==> config.mk <==
export PLATFORM = sky130hd
export DESIGN_NAME = region_wr_guard
export DESIGN_NICKNAME = d
export VERILOG_FILES = /design/src/rtl/mg_pkg.sv /design/src/rtl/mg_decode.sv /design/src/rtl/mg_mask_reg.sv /design/src/rtl/mg_wr_gate.sv /design/src/rtl/region_wr_guard.sv
export SDC_FILE = /design/constraint.sdc
export NUM_CORES = 1
export LEC_CHECK = 0
export CAP_MARGIN = 20
export CORE_ASPECT_RATIO = 0.75
export CORE_MARGIN = 2
export CORE_UTILIZATION = 45
export DETAILED_ROUTE_END_ITERATION = 8
export DONT_BUFFER_PORTS = 1
export GPL_TIMING_DRIVEN = 0
export PLACE_DENSITY_LB_ADDON = 0.15
export SETUP_SLACK_MARGIN = 0.05
export SYNTH_ARGS = -nofsm -noshare
export SYNTH_HDL_FRONTEND = slang
export SYNTH_SLANG_ARGS = --single-unit
export TNS_END_PERCENT = 50
==> constraint.sdc <==
create_clock -name clk -period 2.8 [get_ports clk]
set_clock_uncertainty 0.05 [all_clocks]
set_input_delay 0.84 -clock clk [delete_from_list [all_inputs] [get_ports clk]]
set_output_delay 0.84 -clock clk [all_outputs]
set_load 0.01 [all_outputs]
==> src/rtl/mg_pkg.sv <==
package mg_pkg;

  // Region index of a byte address: the REGION_W bits just below the top of the RAM window.
  function automatic int unsigned region_of(input logic [31:0] addr,
                                            input int unsigned addr_w,
                                            input int unsigned region_w);
    logic [31:0] shifted;
    shifted = addr >> (addr_w - region_w);
    return int'(shifted & ((32'd1 << region_w) - 32'd1));
  endfunction

  // True when addr and base agree on every bit at or above position low.
  function automatic logic in_window(input logic [31:0] addr,
                                     input logic [31:0] base,
                                     input int unsigned low);
    return (addr >> low) == (base >> low);
  endfunction

  // Byte lane of a mask access: the low lane_w bits of the address.
  function automatic int unsigned lane_of(input logic [31:0] addr,
                                          input int unsigned lane_w);
    return int'(addr & ((32'd1 << lane_w) - 32'd1));
  endfunction

endpackage

==> src/rtl/mg_decode.sv <==
module mg_decode #(
  parameter int unsigned BUS_W     = 16,
  parameter int unsigned ADDR_W    = 10,
  parameter int unsigned REGION_W  = 4,
  parameter int unsigned RAM_BASE  = 32'h0000,
  parameter int unsigned MASK_BASE = 32'h1000,
  localparam int unsigned LANE_W   = REGION_W - 3
) (
  input  logic [BUS_W-1:0]    addr,
  output logic                ram_sel,
  output logic                mask_sel,
  output logic [REGION_W-1:0] region,
  output logic [LANE_W-1:0]   lane
);
  logic [31:0] addr_ext;

  assign addr_ext = 32'(addr);
  assign ram_sel  = mg_pkg::in_window(addr_ext, RAM_BASE, ADDR_W);
  assign mask_sel = mg_pkg::in_window(addr_ext, MASK_BASE, LANE_W);
  assign region   = REGION_W'(mg_pkg::region_of(addr_ext, ADDR_W, REGION_W));
  assign lane     = LANE_W'(mg_pkg::lane_of(addr_ext, LANE_W));
endmodule

==> src/rtl/mg_mask_reg.sv <==
module mg_mask_reg #(
  parameter int unsigned REGION_W = 4,
  localparam int unsigned NREG    = 1 << REGION_W,
  localparam int unsigned NBYTES  = NREG / 8,
  localparam int unsigned LANE_W  = REGION_W - 3
) (
  input  logic              clk,
  input  logic              rst_n,
  input  logic              wr_req,
  input  logic              rd_req,
  input  logic              int_flag,
  input  logic [LANE_W-1:0] lane,
  input  logic [7:0]        wdata,
  output logic              mask_we,
  output logic [NREG-1:0]   mask_q,
  output logic              rd_hit_q,
  output logic [7:0]        rd_byte_q
);
  logic [7:0] byte_view [NBYTES];

  // A mask write needs the privileged bit; every other write request is dropped.
  assign mask_we = wr_req & int_flag;

  for (genvar b = 0; b < NBYTES; b++) begin : g_view
    assign byte_view[b] = mask_q[b*8 +: 8];
  end

  always_ff @(posedge clk or negedge rst_n) begin
    if (!rst_n) begin
      mask_q <= '1;
    end else if (mask_we) begin
      for (int b = 0; b < NBYTES; b++) begin
        if (lane == LANE_W'(b)) mask_q[b*8 +: 8] <= wdata;
      end
    end
  end

  always_ff @(posedge clk or negedge rst_n) begin
    if (!rst_n) begin
      rd_hit_q  <= 1'b0;
      rd_byte_q <= 8'h00;
    end else begin
      rd_hit_q <= rd_req;
      if (rd_req) rd_byte_q <= byte_view[lane];
    end
  end
endmodule

==> src/rtl/mg_wr_gate.sv <==
module mg_wr_gate #(
  parameter int unsigned REGION_W   = 4,
  parameter bit          PROTECT_EN = 1'b1,
  localparam int unsigned NREG      = 1 << REGION_W
) (
  input  logic                cpu_wr,
  input  logic                cpu_rd,
  input  logic                ram_sel,
  input  logic [REGION_W-1:0] region,
  input  logic [NREG-1:0]     mask_q,
  output logic                ram_wr,
  output logic                ram_rd
);
  logic region_ok;

  if (PROTECT_EN) begin : g_protect
    assign region_ok = mask_q[region];
  end else begin : g_open
    assign region_ok = 1'b1;
  end

  assign ram_wr = cpu_wr & ram_sel & region_ok;
  assign ram_rd = cpu_rd & ram_sel;
endmodule

==> src/rtl/region_wr_guard.sv <==
module region_wr_guard #(
  parameter int unsigned BUS_W      = 16,
  parameter int unsigned ADDR_W     = 10,
  parameter int unsigned REGION_W   = 4,
  parameter int unsigned RAM_BASE   = 32'h0000,
  parameter int unsigned MASK_BASE  = 32'h1000,
  parameter bit          PROTECT_EN = 1'b1
) (
  input  logic              clk,
  input  logic              rst_n,
  input  logic [BUS_W-1:0]  cpu_addr,
  input  logic [7:0]        cpu_wdata,
  input  logic              cpu_wr,
  input  logic              cpu_rd,
  input  logic              int_flag,
  output logic [7:0]        cpu_rdata,
  output logic [ADDR_W-1:0] ram_addr,
  output logic [7:0]        ram_wdata,
  output logic              ram_wr,
  output logic              ram_rd,
  input  logic [7:0]        ram_rdata
);
  localparam int unsigned NREG   = 1 << REGION_W;
  localparam int unsigned LANE_W = REGION_W - 3;

  logic                ram_sel;
  logic                mask_sel;
  logic [REGION_W-1:0] region;
  logic [LANE_W-1:0]   lane;
  logic                mask_we;
  logic [NREG-1:0]     mask_q;
  logic                rd_hit_q;
  logic [7:0]          rd_byte_q;

  mg_decode #(
    .BUS_W(BUS_W), .ADDR_W(ADDR_W), .REGION_W(REGION_W),
    .RAM_BASE(RAM_BASE), .MASK_BASE(MASK_BASE)
  ) decode_i (
    .addr(cpu_addr), .ram_sel(ram_sel), .mask_sel(mask_sel),
    .region(region), .lane(lane)
  );

  mg_mask_reg #(.REGION_W(REGION_W)) mask_i (
    .clk(clk), .rst_n(rst_n),
    .wr_req(mask_sel & cpu_wr), .rd_req(mask_sel & cpu_rd),
    .int_flag(int_flag), .lane(lane), .wdata(cpu_wdata),
    .mask_we(mask_we), .mask_q(mask_q),
    .rd_hit_q(rd_hit_q), .rd_byte_q(rd_byte_q)
  );

  mg_wr_gate #(.REGION_W(REGION_W), .PROTECT_EN(PROTECT_EN)) gate_i (
    .cpu_wr(cpu_wr), .cpu_rd(cpu_rd), .ram_sel(ram_sel),
    .region(region), .mask_q(mask_q),
    .ram_wr(ram_wr), .ram_rd(ram_rd)
  );

  assign ram_addr  = cpu_addr[ADDR_W-1:0];
  assign ram_wdata = cpu_wdata;
  assign cpu_rdata = rd_hit_q ? rd_byte_q : ram_rdata;
endmodule

== After elaboration in Yosys (flattened, before gate mapping) ==
Cells that the tools add are included.

* Register bits: 25
* Input port bits: 37
* Word-level logic and storage cells: 24
* Output and inout port bits: 28

* $lt $le $gt $ge: 2
* Eq/ne operators: 1
* Muxes and demuxes: 6
* Reductions and logical operators: 3
* Bitwise operators: 8

{| class="wikitable"
|+ Operators by type and width
! cell !! number
|-
| 32-bit zero test || 1
|-
| 8-bit two-way mux || 4
|-
| 15-bit by 12-bit equality test with 1-bit output (second input constant) || 1
|-
| 1-bit AND || 6
|-
| 4-bit by 5-bit < comparator with 1-bit output (second input constant) || 1
|-
| 1-bit binary-select mux with 4-bit select || 1
|-
| 2-bit AND reduction || 2
|-
| 2-bit greater-or-equal comparator (second input constant) || 1
|-
| 1-bit inverter with 2-bit output || 1
|-
| 1-bit two-way mux || 1
|-
| 1-bit inverter || 1
|}

== Logic depth before layout (Yosys ltp) ==
Gate-level depths: netlist (run 1).

* Depth after elaboration: 4
* Mapped depth: 6
* Mapped depth without buffers: 4

== By module ==
A second synthesis (run 1) with hierarchy kept.

* Cell total of the unflattened synthesis: 128
* Area total of the unflattened synthesis: 1565.3 um2

{| class="wikitable"
|+ Modules (own cells, without submodules)
! module !! seq. area each (um2) !! instances !! area each (um2) !! cells an instance
|-
| mg_mask_reg || 645.6 || 1 || 1039.7 || 71
|-
| region_wr_guard || 0.0 || 1 || 279.0 || 29
|-
| mg_wr_gate || 0.0 || 1 || 155.1 || 17
|-
| mg_decode || 0.0 || 1 || 91.3 || 11
|}

== Least setup slack after synthesis (run 1) ==
No wires, ideal clock.

* Path type: input to output
* Start: input port cpu_addr[8]
* End: output port ram_wr
* Setup slack: 10 ps
* Stages: 5
* Arrival time: 1900 ps
* Path buffers: 1
* Required time: 1910 ps
* Cell sequence: clkbuf_1 > mux2_2 > or3_1 > o2111ai_1 > a211oi_1

* Longest elaborated chain between the ends: 3

{| class="wikitable"
|+ Ends and longest elaborated chain
! item !! line !! RTL
|-
| start, declared || region_wr_guard.sv:11 || <nowiki>input logic [BUS_W-1:0] cpu_addr,</nowiki>
|-
| 1-bit binary-select mux with 4-bit select || mg_wr_gate.sv:17 || <nowiki>assign region_ok = mask_q[region];</nowiki>
|-
| 1-bit two-way mux (implied by the code) || mg_wr_gate.sv:17 ||
|-
| 1-bit AND || mg_wr_gate.sv:22 || <nowiki>assign ram_wr = cpu_wr & ram_sel & region_ok;</nowiki>
|-
| end, declared || region_wr_guard.sv:19 || <nowiki>output logic ram_wr,</nowiki>
|}

No other way between the ends. The select of a mux whose other input is x is not followed.

== Final worst setup path (run 1) ==
Ends and elaborated chain as after synthesis.

==> Flow_metrics.wiki, run 1 <==
{| class="wikitable"
! Metric !! Value
|-
| Synthesized-area fraction occupied by and/or/nand/nor cells || 8.21%
|-
| Number of distinct library cell variants in the gate-level netlist after synthesis || 25
|-
| Final-layout setup total negative slack || 0 ns
|-
| Fmax || 370 MHz
|-
| Critical path launch point type || input pin
|-
| Post-layout minimum cycle time || 2.71 ns
|-
| Measured slew at the worst slew-check pin || 0.666 ns
|-
| RSZ-0062 raised after global routing || false
|-
| Total global-route track usage || 15.3%
|-
| Ratio of cells with drive above 1 in the final layout || 76.5%
|-
| Root Driver || clkbuf_8
|-
| Post-CTS setup-driven buffer insertion count || 0
|-
| R2R Setup Slk || 1.72 ns
|-
| Number of placement rows || 18
|-
| Maximum number of pins on one net before global-route repair || 26
|-
| Residual DRC count || 0
|-
| Floorplan die width || 71.9 microns
|-
| Worst R2R Start || mask_i.mask_q[12]$_DFFE_PN1P_
|-
| Pre-Repair DR Iteration Count || 4
|-
| Critical path class || input pin to output pin
|-
| Post-route non-filler standard cell count || 159
|-
| Capturing element type of the critical path || output pin
|-
| Clock tree from TritonCTS || yes
|-
| Fraction of the cycle the final worst path needs || 96.6%
|-
| R2R cell count || 2
|-
| Startpoint of the worst setup timing path || cpu_addr[8]
|-
| Clk pin slew, worst setup/hold paths || 0.08 ns
|-
| Total number of clock tree sinks || 25
|-
| Global-route wire length before repair || 4.46 mm
|-
| Number of H-tree branching levels || 1
|-
| Peak ir drop on the vdd network || 0.205 mV
|-
| Mapped Cells || 115
|-
| Hold WC Path Type || input pin to async pin
|-
| Reg2Reg Capture Point || mask_i.rd_byte_q[4]$_DFFE_PN0P_
|-
| Number of clock buffers inserted by TritonCTS || 3
|-
| Vias in the first global route || 880
|-
| I/O Buffers || 0
|-
| Clk pwr share || 33.3%
|-
| Core area || 3290 sq um
|-
| Die Height || 54.9 microns
|-
| Detailed Route WL || 2.89 mm
|-
| Nets in the synthesized netlist || 152
|-
| Mapped Avg Cell Area || 13.5 sq um
|-
| Count of state elements after synthesis || 25
|-
| Max stage delay on crit path || 0.33 ns
|-
| Main combinational cell family by area after synthesis || multiplexers
|-
| Post-placement cell count || 155
|-
| Final #Nets || 157
|-
| Syn. warnings || 0
|-
| Antenna violations before repair || 0
|-
| PwrDens || 381 nW/um^2
|-
| Top-level port count || 65
|-
| Switching part of the total || 21.8%
|-
| Post-Synth XOR/XNOR Area || 0%
|-
| Final setup violation count || 0
|-
| Max-Slew Margin vs Limit || 55.3%
|-
| Gp weighted congestion || 0.723
|-
| Avg WL per Cell || 18.2 microns
|-
| Sequence of cells on the critical path || clkbuf_8 > mux2_4 > or3_4 > o2111ai_2 > a211oi_2
|-
| Floorplan die area || 3940 sq um
|-
| Half-perimeter wire length after detailed placement || 2.25 mm
|-
| 1st-iter DRT viols || 24
|-
| Clock latency of the later-clocked register in the worst-skew pair || 0.26 ns
|-
| Dominant delay contributor by cell family on the critical path || simple AND/OR/NAND/NOR gates
|-
| Status || complete, no violations
|-
| Post-synthesis sequential area ratio || 41.5%
|-
| Area Growth Syn to Fin || 7.81%
|-
| Leading cell type in the layout, fill and taps excluded || mux2_2
|-
| CP Max Fanout || 6
|-
| Count of endpoints failing hold in the final timing report || 0
|-
| Vias post-DR || 877
|-
| Hold_buf cts || 0
|-
| Ant diodes || 0
|-
| Leak Pwr || 0.737 nW
|-
| Initial core utilization || 47.3%
|-
| Required time at the worst-slack endpoint || 1.91 ns
|-
| Remaining number of nets flagged by the antenna check after routing || 0
|-
| CP bufs+invs || 1
|-
| Final global-route overflow total || 0
|-
| Number of buffers between clock root and the deepest sink || 2
|-
| Crit path DAT || 1.82 ns
|-
| Total standard cell area after synthesis || 1550 sq um
|-
| Max-cap violations || 0
|-
| Leading cell types in the layout, fill and taps excluded || mux2_2 (32), buf_4 (18), dfstp_2 (16)
|-
| Compound-cell area share of the yosys netlist || 1.93%
|-
| Post-synthesis share of cell area spent on full adders, half adders and majority gates || 0%
|-
| Internal power of the cells || 0.498 mW
|-
| Power share of the combinational group || 9.9%
|-
| Reported net switching power || 0.139 mW
|-
| Mux share of post-synthesis cell area || 37.0%
|-
| Detail-routed via count per cell || 5.52
|-
| Part of the power in registers || 56.8%
|-
| Standard cell with the maximum stage delay on the critical path || or3_4
|-
| Pins Over Slew Limit || 0
|}
stage by stage:
stage,worst slack [ns],util [%],hold WS [ns],cell area [sq um],power (mW)
5_1_grt,0.0627,51.0,0.185,1680,0.668
3_3_place_gp,-0.0116,48.8,0.440,1610,0.428
6_report,0.0944,51.0,0.209,1680,0.638
4_1_cts,0.0637,50.6,0.200,1660,0.647
2_1_floorplan,0.0876,-,0.425,1560,0.423
3_5_place_dp,-0.0120,48.8,0.440,1610,0.428
cell type report:
type                            count  area [sq um]
Sequential cell                    25           646
Tap cell                           40          50.0
Clock buffer                        4          45.0
Fill cell                         299          1610
Multi-Input combinational cell     65           744
Buffer                             23           183
Inverter                            2          7.51
synth_stat cells:
cell type	n	share of area, %
nand3b_1	2	0.97
mux2_2	33	24
nor4_4	1	1.4
nor2_2	1	0.40
nor4_2	1	0.81
nand2_1	2	0.48
mux2_4	8	7.7
mux4_1	2	3.4
or3_1	2	0.81
buf_6	2	1.4
dfrtp_1	9	14
o211ai_1	1	0.48
mux2i_1	3	1.9
a211oi_1	1	0.48
nand3_1	1	0.32
a31oi_1	1	0.40
dfstp_2	16	27
nor4b_4	1	1.5
clkbuf_1	3	0.72
o2111ai_1	1	0.56
nor4_1	1	0.40
nand3_2	1	0.64
inv_1	2	0.48
nor2_1	2	0.48
buf_4	18	8.7
what timing repair did:
item	4_1_cts	5_1_grt
gates resized for setup	6	3
endpoints found under the setup margin	1	1
pin swaps	2	2
power by group through the flow:
| stage | combinational (mW) | sequential (mW) | clock, mW |
|---|---|---|---|
| after floorplan | 0.0547 | 0.368 | 0 |
| after global placement | 0.0597 | 0.368 | 0 |
| after detailed placement | 0.0596 | 0.368 | 0 |
| after CTS | 0.0621 | 0.362 | 0.222 |
| after global routing | 0.0669 | 0.362 | 0.239 |
| final | 0.0628 | 0.362 | 0.213 |
routing by layer:
metal  wire [microns]  vias up  global-route usage (%)
met2             1510       25                    26.9
met4                0        0                    2.83
li1                 -      402                       -
met3              131        0                    5.25
met1             1250      450                    18.7
met5                0        -                       0
flip-flops by register name, indices dropped and copies added (netlist names):
name	cells
mask_i.rd_hit_q	1
mask_i.mask_q	16
mask_i.rd_byte_q	8
worst max path at each step:
stage	cells after the start	slack (ns)	to
after detailed placement	5	-0.01	ram_wr
after global placement	5	-0.01	ram_wr
after global routing	4	0.06	ram_wr
after floorplan	5	0.09	ram_wr
final	5	0.09	ram_wr
after CTS	5	0.06	ram_wr
cells by family (layout without fill, tap and decap cells):
| group | after synthesis | after routing |
|---|---|---|
| AOI/OAI and AO/OA | 4 | 4 |
| buffers and inverters | 25 | 29 |
| DFF | 25 | 25 |
| muxes | 46 | 46 |
| and+or+nand+nor | 15 | 15 |
Note: power is estimated with default switching activity, not from simulation.
==> run 2: changes to the inputs <==
--- a/config.mk
+++ b/config.mk
@@ -12,6 +12,7 @@
 export DETAILED_ROUTE_END_ITERATION = 8
 export DONT_BUFFER_PORTS = 1
 export GPL_TIMING_DRIVEN = 0
+export MAX_ROUTING_LAYER = met4
 export PLACE_DENSITY_LB_ADDON = 0.15
 export SETUP_SLACK_MARGIN = 0.05
 export SYNTH_ARGS = -nofsm -noshare
==> Flow_metrics.wiki, run 2 (synthesis results as in run 1) <==
{| class="wikitable"
! Metric !! Value
|-
| Status || complete, no violations
|-
| Core area || 3290 sq um
|-
| Avg WL per Cell || 18.0 microns
|-
| Fraction of the cycle the final worst path needs || 96.6%
|-
| Registers with the highest flip-flop counts || mask_i.mask_q (16), mask_i.rd_byte_q (8), mask_i.rd_hit_q (1)
|-
| Gp weighted congestion || 0.732
|-
| Number of H-tree branching levels || 1
|-
| Root Driver || clkbuf_8
|-
| Peak ir drop on the vdd network || 0.205 mV
|-
| Hold_buf cts || 0
|-
| Clock latency of the later-clocked register in the worst-skew pair || 0.26 ns
|-
| Detail-routed via count per cell || 5.49
|-
| Area after detailed placement || 1610 sq um
|-
| Part of the power in registers || 56.9%
|-
| Top-level port count || 65
|-
| Number of placement rows || 18
|-
| R2R cell count || 2
|-
| Critical path class || input pin to output pin
|-
| Final setup violation count || 0
|-
| Hold WC Path Type || input pin to async pin
|-
| Residual DRC count || 0
|-
| Pins Over Slew Limit || 0
|-
| Count of fill cells added during filler insertion || 299
|-
| Vias post-DR || 873
|-
| Vias in the first global route || 890
|-
| Initial core utilization || 47.3%
|-
| Standard cell with the maximum stage delay on the critical path || or3_4
|-
| Clk pin slew, worst setup/hold paths || 0.08 ns
|-
| Maximum number of pins on one net before global-route repair || 26
|-
| Antenna violations before repair || 0
|-
| Clk pwr share || 33.2%
|-
| Measured slew at the worst slew-check pin || 0.657 ns
|-
| Largest register FFs || 16
|-
| Post-layout minimum cycle time || 2.70 ns
|-
| Post-route non-filler standard cell count || 159
|-
| Area Growth Syn to Fin || 7.81%
|-
| Ant diodes || 0
|-
| PwrDens || 380 nW/um^2
|-
| Floorplan die width || 71.9 microns
|-
| Post-placement cell count || 155
|-
| Total global-route track usage || 15.7%
|-
| RSZ-0062 raised after global routing || false
|-
| Final design area excluding fillers || 1680 sq um
|-
| 1st-iter DRT viols || 39
|-
| Power share of the combinational group || 9.9%
|-
| Final global-route overflow total || 0
|-
| Pre-Repair DR Iteration Count || 4
|-
| Critical path launch point type || input pin
|-
| Detailed Route WL || 2.87 mm
|-
| Reported net switching power || 0.138 mW
|-
| Total number of clock tree sinks || 25
|-
| Floorplan die area || 3940 sq um
|-
| Leading cell type in the layout, fill and taps excluded || mux2_2
|-
| Switching part of the total || 21.7%
|-
| Max-Slew Margin vs Limit || 55.9%
|-
| Leak Pwr || 0.737 nW
|-
| Number of buffers between clock root and the deepest sink || 2
|-
| Remaining number of nets flagged by the antenna check after routing || 0
|-
| Max stage delay on crit path || 0.33 ns
|-
| Half-perimeter wire length after detailed placement || 2.25 mm
|-
| Number of clock buffers inserted by TritonCTS || 3
|-
| Ratio of cells with drive above 1 in the final layout || 76.5%
|-
| Fmax || 370 MHz
|-
| Internal power of the cells || 0.498 mW
|-
| Crit path DAT || 1.81 ns
|-
| Global-route wire length before repair || 4.44 mm
|-
| Leading cell types in the layout, fill and taps excluded || mux2_2 (32), buf_4 (18), dfstp_2 (16)
|-
| Largest register by flop count || mask_i.mask_q
|-
| Clock tree from TritonCTS || yes
|-
| CP Max Fanout || 6
|-
| Capturing element type of the critical path || output pin
|-
| I/O Buffers || 0
|-
| Die Height || 54.9 microns
|-
| Required time at the worst-slack endpoint || 1.91 ns
|-
| Sequence of cells on the critical path || clkbuf_8 > mux2_4 > or3_4 > o2111ai_2 > a211oi_2
|-
| Final #Nets || 157
|-
| Max-cap violations || 0
|-
| Count of endpoints failing hold in the final timing report || 0
|}
-- run 2: cell counts in the layout (fill, tap and decap cells not counted) --
Identical to the previous run, type by type.
-- run 2: metal layers --
metal,routed length [microns],vias to the layer above,global-route usage (%)
met4,0,0,2.83
met1,1220,449,18.9
li1,-,402,-
met3,118,0,4.89
met2,1520,22,27.0
met5,0,-,-
-- run 2: worst max-delay path: cells and delay by family --
| family | cells | cell delay (ns) |
|---|---|---|
| AOI/OAI and AO/OA | 2 | 0.21 |
| buffers and inverters | 1 | 0.13 |
| muxes | 1 | 0.30 |
| and+or+nand+nor | 1 | 0.33 |
-- run 2: through the flow --
step	hold slack (ns)	util, %	setup TNS [ns]	setup WS, ns	power, mW
after floorplan	0.425	-	0	0.0876	0.423
after global placement	0.440	48.8	-0.0116	-0.0116	0.428
after detailed placement	0.440	48.8	-0.0120	-0.0120	0.428
after CTS	0.200	50.6	0	0.0637	0.647
after global routing	0.184	51.0	0	0.0627	0.668
final	0.210	51.0	0	0.0956	0.637
-- run 2: final timing paths --
path,from,endpoint,slack [ns]
min in group clk,mask_i.rd_byte_q[2]$_DFFE_PN0P_,mask_i.rd_byte_q[2]$_DFFE_PN0P_,0.46
max,cpu_addr[8],ram_wr,0.1
min,rst_n,mask_i.rd_byte_q[2]$_DFFE_PN0P_,0.21
max reg2reg,mask_i.mask_q[13]$_DFFE_PN1P_,mask_i.rd_byte_q[5]$_DFFE_PN0P_,1.72
min reg2reg,mask_i.rd_byte_q[2]$_DFFE_PN0P_,mask_i.rd_byte_q[2]$_DFFE_PN0P_,0.46
max in group asynchronous,rst_n,mask_i.mask_q[15]$_DFFE_PN1P_,2.32
-- run 2: power groups by stage --
stage	combinational (mW)	sequential, mW	clock (mW)
2_1_floorplan	0.0547	0.368	0
3_3_place_gp	0.0597	0.368	0
3_5_place_dp	0.0596	0.368	0
4_1_cts	0.0621	0.362	0.222
5_1_grt	0.0669	0.362	0.239
6_report	0.0628	0.362	0.212
-- run 2: timing repair --
| action | 4_1_cts | 5_1_grt |
|---|---|---|
| gates cloned | 0 | 0 |
| buffers inserted | 0 | 0 |
| pin swaps | 2 | 2 |
| setup endpoints to repair | 1 | 1 |
| gates resized for setup | 6 | 3 |
-- run 2: cell type report --
type / count / area, sq um / area share (%)
multi-input cells: 65 / 744 / 44.4
flip-flops and latches: 25 / 646 / 38.5
plain buffers: 23 / 183 / 10.9
well taps: 40 / 50.0 / 2.99
clock buffers: 4 / 45.0 / 2.69
inverters: 2 / 7.51 / 0.448
